==> src/rtl/mcyc_pkg.sv <==
package mcyc_pkg;
  localparam int unsigned WORD_W    = 32;
  localparam int unsigned REG_IDX_W = 3;
  localparam int unsigned NUM_REGS  = 1 << REG_IDX_W;

  localparam logic [2:0] OP_ADD  = 3'd0;
  localparam logic [2:0] OP_LW   = 3'd2;
  localparam logic [2:0] OP_SW   = 3'd3;
  localparam logic [2:0] OP_BEQ  = 3'd4;
  localparam logic [2:0] OP_HALT = 3'd6;
  localparam logic [2:0] OP_ZCPY = 3'd7;

  typedef enum logic [2:0] {
    ST_FETCH, ST_DECODE, ST_EXEC, ST_MEM, ST_WB, ST_BR, ST_HALT
  } state_e;

  typedef struct packed {
    logic ir_we;
    logic pc_step;
    logic opnd_we;
    logic res_we;
    logic mdr_we;
    logic dmem_we;
    logic rf_we;
    logic br_en;
    logic addr_data;
    logic halted;
  } ctrl_t;

  function automatic logic [WORD_W-1:0] sext16(input logic [15:0] v);
    return {{(WORD_W-16){v[15]}}, v};
  endfunction
endpackage

==> src/rtl/mcyc_regfile.sv <==
module mcyc_regfile
  import mcyc_pkg::*;
#(
  parameter int unsigned NREG = NUM_REGS,
  parameter int unsigned DW   = WORD_W
) (
  input  logic                    clk_i,
  input  logic                    rst_ni,
  input  logic                    we_i,
  input  logic [$clog2(NREG)-1:0] waddr_i,
  input  logic [DW-1:0]           wdata_i,
  input  logic [$clog2(NREG)-1:0] raddr_a_i,
  output logic [DW-1:0]           rdata_a_o,
  input  logic [$clog2(NREG)-1:0] raddr_b_i,
  output logic [DW-1:0]           rdata_b_o,
  input  logic [$clog2(NREG)-1:0] raddr_d_i,
  output logic [DW-1:0]           rdata_d_o
);
  localparam int unsigned IW = $clog2(NREG);

  logic [NREG*DW-1:0] flat;

  for (genvar g = 0; g < NREG; g++) begin : g_reg
    if (g == 0) begin : g_zero
      assign flat[DW-1:0] = '0;
    end else begin : g_store
      logic [DW-1:0] q;
      always_ff @(posedge clk_i or negedge rst_ni) begin
        if (!rst_ni)                             q <= '0;
        else if (we_i && waddr_i == IW'(g))      q <= wdata_i;
      end
      assign flat[g*DW +: DW] = q;
    end
  end

  assign rdata_a_o = flat[raddr_a_i*DW +: DW];
  assign rdata_b_o = flat[raddr_b_i*DW +: DW];
  assign rdata_d_o = flat[raddr_d_i*DW +: DW];
endmodule

==> src/rtl/mcyc_mem.sv <==
module mcyc_mem #(
  parameter int unsigned WORDS = 64,
  parameter int unsigned DW    = 32
) (
  input  logic                     clk_i,
  input  logic                     we_i,
  input  logic [$clog2(WORDS)-1:0] waddr_i,
  input  logic [DW-1:0]            wdata_i,
  input  logic [$clog2(WORDS)-1:0] raddr_i,
  output logic [DW-1:0]            rdata_o
);
  logic [DW-1:0] mem_q [WORDS];

  always_ff @(posedge clk_i) begin
    if (we_i) mem_q[waddr_i] <= wdata_i;
  end

  assign rdata_o = mem_q[raddr_i];
endmodule

==> src/rtl/mcyc_ctrl.sv <==
module mcyc_ctrl
  import mcyc_pkg::*;
(
  input  logic       clk_i,
  input  logic       rst_ni,
  input  logic [2:0] op_i,
  output state_e     state_o,
  output ctrl_t      ctrl_o
);
  state_e state_q, state_d;

  always_comb begin
    state_d = state_q;
    unique case (state_q)
      ST_FETCH:  state_d = ST_DECODE;
      ST_DECODE: begin
        unique case (op_i)
          OP_ADD, OP_LW, OP_SW, OP_BEQ, OP_ZCPY: state_d = ST_EXEC;
          OP_HALT:                                state_d = ST_HALT;
          default:                                state_d = ST_FETCH; // unused opcode: no-op
        endcase
      end
      ST_EXEC: begin
        if (op_i == OP_LW || op_i == OP_SW) state_d = ST_MEM;
        else if (op_i == OP_BEQ)            state_d = ST_BR;
        else                                state_d = ST_WB;
      end
      ST_MEM:  state_d = (op_i == OP_LW) ? ST_WB : ST_FETCH;
      ST_WB:   state_d = ST_FETCH;
      ST_BR:   state_d = ST_FETCH;
      ST_HALT: state_d = ST_HALT;
      default: state_d = ST_FETCH;
    endcase
  end

  always_ff @(posedge clk_i or negedge rst_ni) begin
    if (!rst_ni) state_q <= ST_FETCH;
    else         state_q <= state_d;
  end

  always_comb begin
    ctrl_o           = '0;
    ctrl_o.ir_we     = (state_q == ST_FETCH);
    ctrl_o.pc_step   = (state_q == ST_FETCH);
    ctrl_o.opnd_we   = (state_q == ST_DECODE);
    ctrl_o.res_we    = (state_q == ST_EXEC);
    ctrl_o.mdr_we    = (state_q == ST_MEM) && (op_i == OP_LW);
    ctrl_o.dmem_we   = (state_q == ST_MEM) && (op_i == OP_SW);
    ctrl_o.rf_we     = (state_q == ST_WB);
    ctrl_o.br_en     = (state_q == ST_BR);
    ctrl_o.addr_data = (state_q == ST_MEM);
    ctrl_o.halted    = (state_q == ST_HALT);
  end

  assign state_o = state_q;
endmodule

==> src/rtl/mcyc_core.sv <==
module mcyc_core
  import mcyc_pkg::*;
#(
  parameter int unsigned MEM_WORDS = 64
) (
  input  logic                         clk_i,
  input  logic                         rst_ni,
  input  logic                         pre_we_i,
  input  logic [$clog2(MEM_WORDS)-1:0] pre_addr_i,
  input  logic [WORD_W-1:0]            pre_data_i,
  input  logic [REG_IDX_W-1:0]         dbg_sel_i,
  output logic [WORD_W-1:0]            dbg_reg_o,
  output logic [$clog2(MEM_WORDS)-1:0] dbg_pc_o,
  output logic                         halt_o
);
  localparam int unsigned AW = $clog2(MEM_WORDS);
  localparam int unsigned DW = WORD_W;

  state_e state;
  ctrl_t  c;

  logic [AW-1:0] pc_q;
  logic [DW-1:0] ir_q, a_q, b_q, res_q, mdr_q;
  logic          eq_q;

  logic [2:0]           op;
  logic [REG_IDX_W-1:0] ra, rb, rd;
  logic [DW-1:0]        off, rf_a, rf_b, exec_res, mem_rdata, rf_wdata;
  logic [REG_IDX_W-1:0] rf_waddr;
  logic                 rf_we;
  logic                 mem_we;
  logic [AW-1:0]        mem_waddr, mem_raddr;
  logic [DW-1:0]        mem_wdata;

  assign op  = ir_q[24:22];
  assign ra  = ir_q[21:19];
  assign rb  = ir_q[18:16];
  assign rd  = ir_q[2:0];
  assign off = sext16(ir_q[15:0]);

  logic unused_bits;
  assign unused_bits = ^{ir_q[31:25], ir_q[15:3], res_q[DW-1:AW]};

  mcyc_ctrl u_ctrl (
    .clk_i   (clk_i),
    .rst_ni  (rst_ni),
    .op_i    (op),
    .state_o (state),
    .ctrl_o  (c)
  );

  // preload has priority over core stores
  assign mem_we    = pre_we_i | c.dmem_we;
  assign mem_waddr = pre_we_i ? pre_addr_i : res_q[AW-1:0];
  assign mem_wdata = pre_we_i ? pre_data_i : b_q;
  assign mem_raddr = c.addr_data ? res_q[AW-1:0] : pc_q;

  mcyc_mem #(.WORDS(MEM_WORDS), .DW(DW)) u_mem (
    .clk_i   (clk_i),
    .we_i    (mem_we),
    .waddr_i (mem_waddr),
    .wdata_i (mem_wdata),
    .raddr_i (mem_raddr),
    .rdata_o (mem_rdata)
  );

  assign rf_we    = c.rf_we;
  assign rf_waddr = (op == OP_ADD) ? rd : rb;
  assign rf_wdata = (op == OP_LW) ? mdr_q : res_q;

  mcyc_regfile #(.NREG(NUM_REGS), .DW(DW)) u_rf (
    .clk_i     (clk_i),
    .rst_ni    (rst_ni),
    .we_i      (rf_we),
    .waddr_i   (rf_waddr),
    .wdata_i   (rf_wdata),
    .raddr_a_i (ra),
    .rdata_a_o (rf_a),
    .raddr_b_i (rb),
    .rdata_b_o (rf_b),
    .raddr_d_i (dbg_sel_i),
    .rdata_d_o (dbg_reg_o)
  );

  always_comb begin
    unique case (op)
      OP_ADD:        exec_res = a_q + b_q;
      OP_LW, OP_SW:  exec_res = a_q + off;
      OP_BEQ:        exec_res = {{(DW-AW){1'b0}}, pc_q} + off; // pc already stepped
      OP_ZCPY:       exec_res = (b_q == '0) ? a_q : '0;
      default:       exec_res = '0;
    endcase
  end

  always_ff @(posedge clk_i or negedge rst_ni) begin
    if (!rst_ni) begin
      pc_q  <= '0;
      ir_q  <= '0;
      a_q   <= '0;
      b_q   <= '0;
      res_q <= '0;
      mdr_q <= '0;
      eq_q  <= 1'b0;
    end else begin
      if (c.ir_we)   ir_q <= mem_rdata;
      if (c.pc_step) pc_q <= pc_q + 1'b1;
      if (c.opnd_we) begin
        a_q <= rf_a;
        b_q <= rf_b;
      end
      if (c.res_we) begin
        res_q <= exec_res;
        eq_q  <= (a_q == b_q);
      end
      if (c.mdr_we)         mdr_q <= mem_rdata;
      if (c.br_en && eq_q)  pc_q  <= res_q[AW-1:0];
    end
  end

  assign dbg_pc_o = pc_q;
  assign halt_o   = c.halted;
endmodule

==> config.mk <==
export PLATFORM = sky130hd
export DESIGN_NAME = mcyc_core
export DESIGN_NICKNAME = d
export VERILOG_FILES = /design/src/rtl/mcyc_pkg.sv /design/src/rtl/mcyc_regfile.sv /design/src/rtl/mcyc_mem.sv /design/src/rtl/mcyc_ctrl.sv /design/src/rtl/mcyc_core.sv
export SDC_FILE = /design/constraint.sdc
export NUM_CORES = 2
export LEC_CHECK = 0
export BUFFER_PORTS_ARGS = -buffer_cell sky130_fd_sc_hd__buf_4
export CORE_MARGIN = 2
export CORE_UTILIZATION = 60
export DETAILED_ROUTE_END_ITERATION = 16
export PLACE_DENSITY = 0.76
export SLEW_MARGIN = 25
export SYNTH_ARGS = -nofsm -noshare
export SYNTH_HDL_FRONTEND = slang
export SYNTH_HIERARCHICAL = 1
export SYNTH_SLANG_ARGS = --single-unit
==> constraint.sdc <==
create_clock -name clk_i -period 7.55 [get_ports clk_i]
set_clock_uncertainty 0.2 [all_clocks]
set_input_delay 1.1325 -clock clk_i [delete_from_list [all_inputs] [get_ports clk_i]]
set_output_delay 1.1325 -clock clk_i [all_outputs]
set_load 0.005 [all_outputs]
## Yosys cells after proc, flatten, opt, wreduce, memory -nomap -nowiden

Memory sizes are Yosys's and may differ from the RTL's.
Index checks and enable logic that the tools add are counted.
Widths: inputs -> output; s select.

- Shift operators: 3
- Reductions and logical operators: 17
- Bitwise operators: 1
- Equal/unequal tests: 19
- $add $sub $neg: 4
- Mux-type cells: 16

Operators with widths:

| kind | number |
|---|---|
| $shiftx 256x9->32 | 3 |
| $pmux 32 s4 | 1 |
| $mux 32 | 3 |
| $add 32x32->32 | 2 |
| $eq 32x32->1 | 1 |
| $logic_not 32->1 | 1 |
| $eq 3x3->1 const B | 10 |
| $mux 6 | 4 |
| $eq 3x2->1 const B | 6 |
| $add 7x16->17 | 1 |
| $pmux 3 s5 | 1 |
| $logic_and 1x1->1 | 10 |
| $mux 3 | 3 |
| $add 6x1->6 const B | 1 |
| $eq 3x1->1 const B | 2 |
| $logic_not 3->1 | 2 |
| $pmux 3 s2 | 1 |
| $reduce_or 5->1 | 1 |
| $mux 1 | 3 |
| $reduce_bool 2->1 | 1 |
| $reduce_or 2->1 | 1 |
| $logic_or 1x1->1 | 1 |
| $or 1x1->1 | 1 |

- RAM bits: 2048
- Register bits: 387
- Memories kept: 1

Memory list:

| memory | words | width | rd ports | clocked after Yosys merged registers in | wr ports | RTL line | source |
|---|---|---|---|---|---|---|---|
| u_mem.mem_q | 64 | 32 | 1 | 0 | 1 | mcyc_mem.sv:12 | `logic [DW-1:0] mem_q [WORDS];` |

## Logic depth before layout (Yosys ltp)

- Depth in word-level cells: 5
- Depth in mapped cells: 16
- Gate-level depth less buffers: 12

## Cells and area by module

The synthesis kept the hierarchy.

By module, submodules not included:

| module | instances | cells an instance | area each (µm²) |
|---|---|---|---|
| mcyc_mem | 1 | 3292 | 77874.7 |
| mcyc_regfile | 1 | 1068 | 14093.5 |
| mcyc_core | 1 | 944 | 10223.6 |
| mcyc_ctrl | 1 | 30 | 244.0 |

## Least setup slack after synthesis

No wires, ideal clock.

- Path kind: input to register
- From: in pre_we_i
- To: mem u_mem.mem_q[49][0], enable pin
- Buffers on the path: 2
- Arrival time: 4548 ps
- Slack: 2341 ps
- Library setup time: 461 ps
- Data required time: 6889 ps
- Stages: 6
- Cells stage by stage: buf_1 > mux2_2 > clkbuf_1 > nor2b_1 > nand4_1 > nor3_1

RTL lines:

| what | RTL line | source |
|---|---|---|
| from (decl) | mcyc_core.sv:8 | `input logic pre_we_i,` |
| $mux 6 | mcyc_core.sv:54 | `assign mem_waddr = pre_we_i ? pre_addr_i : res_q[AW-1:0];` |
| via mem_waddr[3] | mcyc_core.sv:32 | `logic [AW-1:0] mem_waddr, mem_raddr;` |
| to (decl) | mcyc_mem.sv:12 |  |

The timed path passes the listed nets, and every way through them passes these cells.

==> out/qor.yml <==
power_and_ir_drop:
  p_leak_nw: 39.3
  vdd_ir_drop_max_v: 0.000354
  power.density_nw_per_um2: 412
sta:
  slew_headroom_pct: 22.1
  hold_viol: 0
  rsz0062_at_grt: "false"
  worst_pin_slew_ns: 1.17
  fmax_mhz: 175
  drv_slew: 0
  min_period_ns: 5.72
  worst_slack_ns: 1.83
  post-route-period-util_pct: 75.7
  setup_viol_count_final: 0
  finalSetupTns_ns: 0
logic_synthesis:
  synth_common_cells: "2048 x edfxtp_1, 544 x mux4_2, 456 x mux2_2, 387 x dfrtp_1, 290 x mux2i_1"
  synth_edf_count: 2048
  synth.cell_area_um2: 102000
  synthFlopType: "edfxtp_1"
  yosysSeqAreaShare_pct: 69.5
  yosysWarnings: 6
  yosysMostFrequentCell: "edfxtp_1"
  synth_top_area_share_pct: 60.0
  synth.distinct_cells: 90
  synth_top_area_cell: "edfxtp_1"
  synth.net_count: 5422
  ys_ff_latch: 2435
  synthCells: 5334
  synth-async-reset-ratio_pct: 15.9
  synthTopCellsByArea: "edfxtp_1 60%, mux4_2 12%, dfrtp_1 9.5%"
  syn_avg_cell_area_um2: 19.2
die:
  core_um2: 169000
  die_y_um: 417
  die_area_um2: 174000
  die_w_um: 417
  num_io_pins: 83
  start_util_pct: 60.4
  rows: 151
setup_path:
  cp.required_ns: 8.12
  critPathMaxFanout: 64
  crit_type: "flip-flop to flip-flop"
  critPathLaunchType: "flip-flop"
  crit_arrival_ns: 6.28
  cp-end-kind: "flip-flop"
global_route:
  antenna_found_initial: 12
  grt_pass1_wl_um: 415000
  grt_usage_pct: 33.7
  grt_overflow_total: 0
  grt_pass1_vias: 57000
  grt_max_degree: 150
route:
  drt.antenna.violating_nets: 0
  routed_wl_um: 291000
  drtIter0Drc: 8505
  wl_per_cell_um: 36.9
  drc: 0
  vias: 57000
  first_pass_iters: 8
  vias_per_cell: 7.23
outcome:
  outcome: "complete, no violations"
clocking:
  worstSkewPairLatency_ns: 0.89
  cts_sinks: 2435
  post_cts_buffers: 0
  clockRootBuffer: "clkbuf_16"
  cts-root-to-sink-buffers: 3
  h-tree-depth: 4
  clkTransAtPathRegs_ns: 0.07
  cts.repair.resized: 0
  tritoncts: "yes"
  cts_made_buffers: 230
  holdBufCountCts: 0
min_path:
  hp-class: "primary input to async pin"
finish:
  drive_gt1_share_pct: 31.1
  fill_cells: 10500
  nNetsFinal: 5551
  multi_input_area_um2: 29900
  ff_latch_area_um2: 71200
  area_growth_pct: 11.0
placement:
  port-buffer-count: 82
  place_congestion: 0.943
  hpwlAfterDp_um: 161000
  pre_cts_ws_ns: 1.80
job:
  max_cap_viol_count: 0
where the power goes:
group / switching [mW] / total (mW) / internal (mW)
Clock: 5.06 / 11.8 / 6.75
Sequential: 1.24 / 17.5 / 16.3
Combinational: 10.3 / 17.5 / 7.18
Total: 16.6 / 46.8 / 30.2
cell usage in the layout (no fill, tap or decap), types with 66 or more instances in the layout:
cell          n
a21oi_1     114
a221oi_1    180
buf_4       234
clkbuf_16   234
dfrtp_1     385
edfxtp_1   2048
mux2_2      446
mux2_4       66
mux2i_1     290
mux4_2      544
nand2_1     115
nor2_1      107
o22ai_1      85
path summary, 6_finish.rpt:
path,start,end,slack (ns),depth (start not counted)
worst max-delay path,u_ctrl/state_o[1]$_DFF_PN0_,mdr_q[29]$_DFFE_PN0P_,1.83,10
worst min-delay path,rst_ni,u_rf/g_reg[2].g_store.q[9]$_DFFE_PN0P_,0.13,1
worst max register to register,u_ctrl/state_o[1]$_DFF_PN0_,mdr_q[29]$_DFFE_PN0P_,1.83,10
worst min register to register,res_q[20]$_DFFE_PN0P_,res_q[20]$_DFFE_PN0P_,0.28,2
max in group asynchronous,rst_ni,u_rf/g_reg[5].g_store.q[1]$_DFFE_PN0P_,5.61,2
min in group clk_i,res_q[20]$_DFFE_PN0P_,res_q[20]$_DFFE_PN0P_,0.28,2
flip-flops by register name (all words and copies together) (netlist names):
name              count
mdr_q                32
res_q                32
dbg_pc_o              6
u_ctrl/state_o        3
a_q                  32
ir_q                 25
u_mem/mem_q        2048
eq_q                  1
u_rf/g.g_store.q    224
b_q                  32
cell families after synthesis:
kind of cell	Yosys count	synth area share, %
AOI/OAI and AO/OA	586	4.33
xor gates and xnor gates	75	0.641
adders and majority gates	44	0.552
buffers and inverters	367	1.92
DFF	2435	69.5
muxes	1366	20.9
and+or+nand+nor	461	2.21
cell type report:
| class | instances | area share [%] |
|---|---|---|
| clock inverter | 117 | 1.13 |
| inverter | 15 | 0.0495 |
| multi-input combinational | 2532 | 26.3 |
| clock buffer | 315 | 5.66 |
| sequential | 2435 | 62.6 |
| timing repair buffer | 249 | 1.81 |
| tap | 2218 | 2.44 |
| antenna | 5 | 0.0110 |
critical path: stages (launching register included):
cell	delay, ns
dfrtp_1	0.59
nand2_1	0.18
nor2_1	0.64
mux2_8	0.78
buf_12	0.50
buf_4	0.63
mux4_2	0.59
mux4_2	0.47
o22ai_1	0.55
nor2_1	0.10
mux2_2	0.28
stage by stage:
stage                     util [%]  instances  hold WS, ns  power (mW)  instance area [µm²]
final                         67.1       7886        0.129        46.8               114000
after global routing          67.1       7881        0.170        48.2               114000
after CTS                     67.1       7878        0.118        46.5               114000
after detailed placement      62.5       7446        0.271        34.7               106000
after global placement        62.4       7443        0.264        34.4               106000
after floorplan                  -       5334        0.248        29.2               102000
layer usage:
layer | wire length, µm | track usage [%] | vias to the layer above
li1 | - | - | 22300
met1 | 103000 | 46.6 | 29600
met2 | 134000 | 51.3 | 4292
met3 | 36400 | 7.37 | 813
met4 | 16900 | 17.0 | 8
met5 | 50 | 0 | -
(Power assumes the default switching activity.)
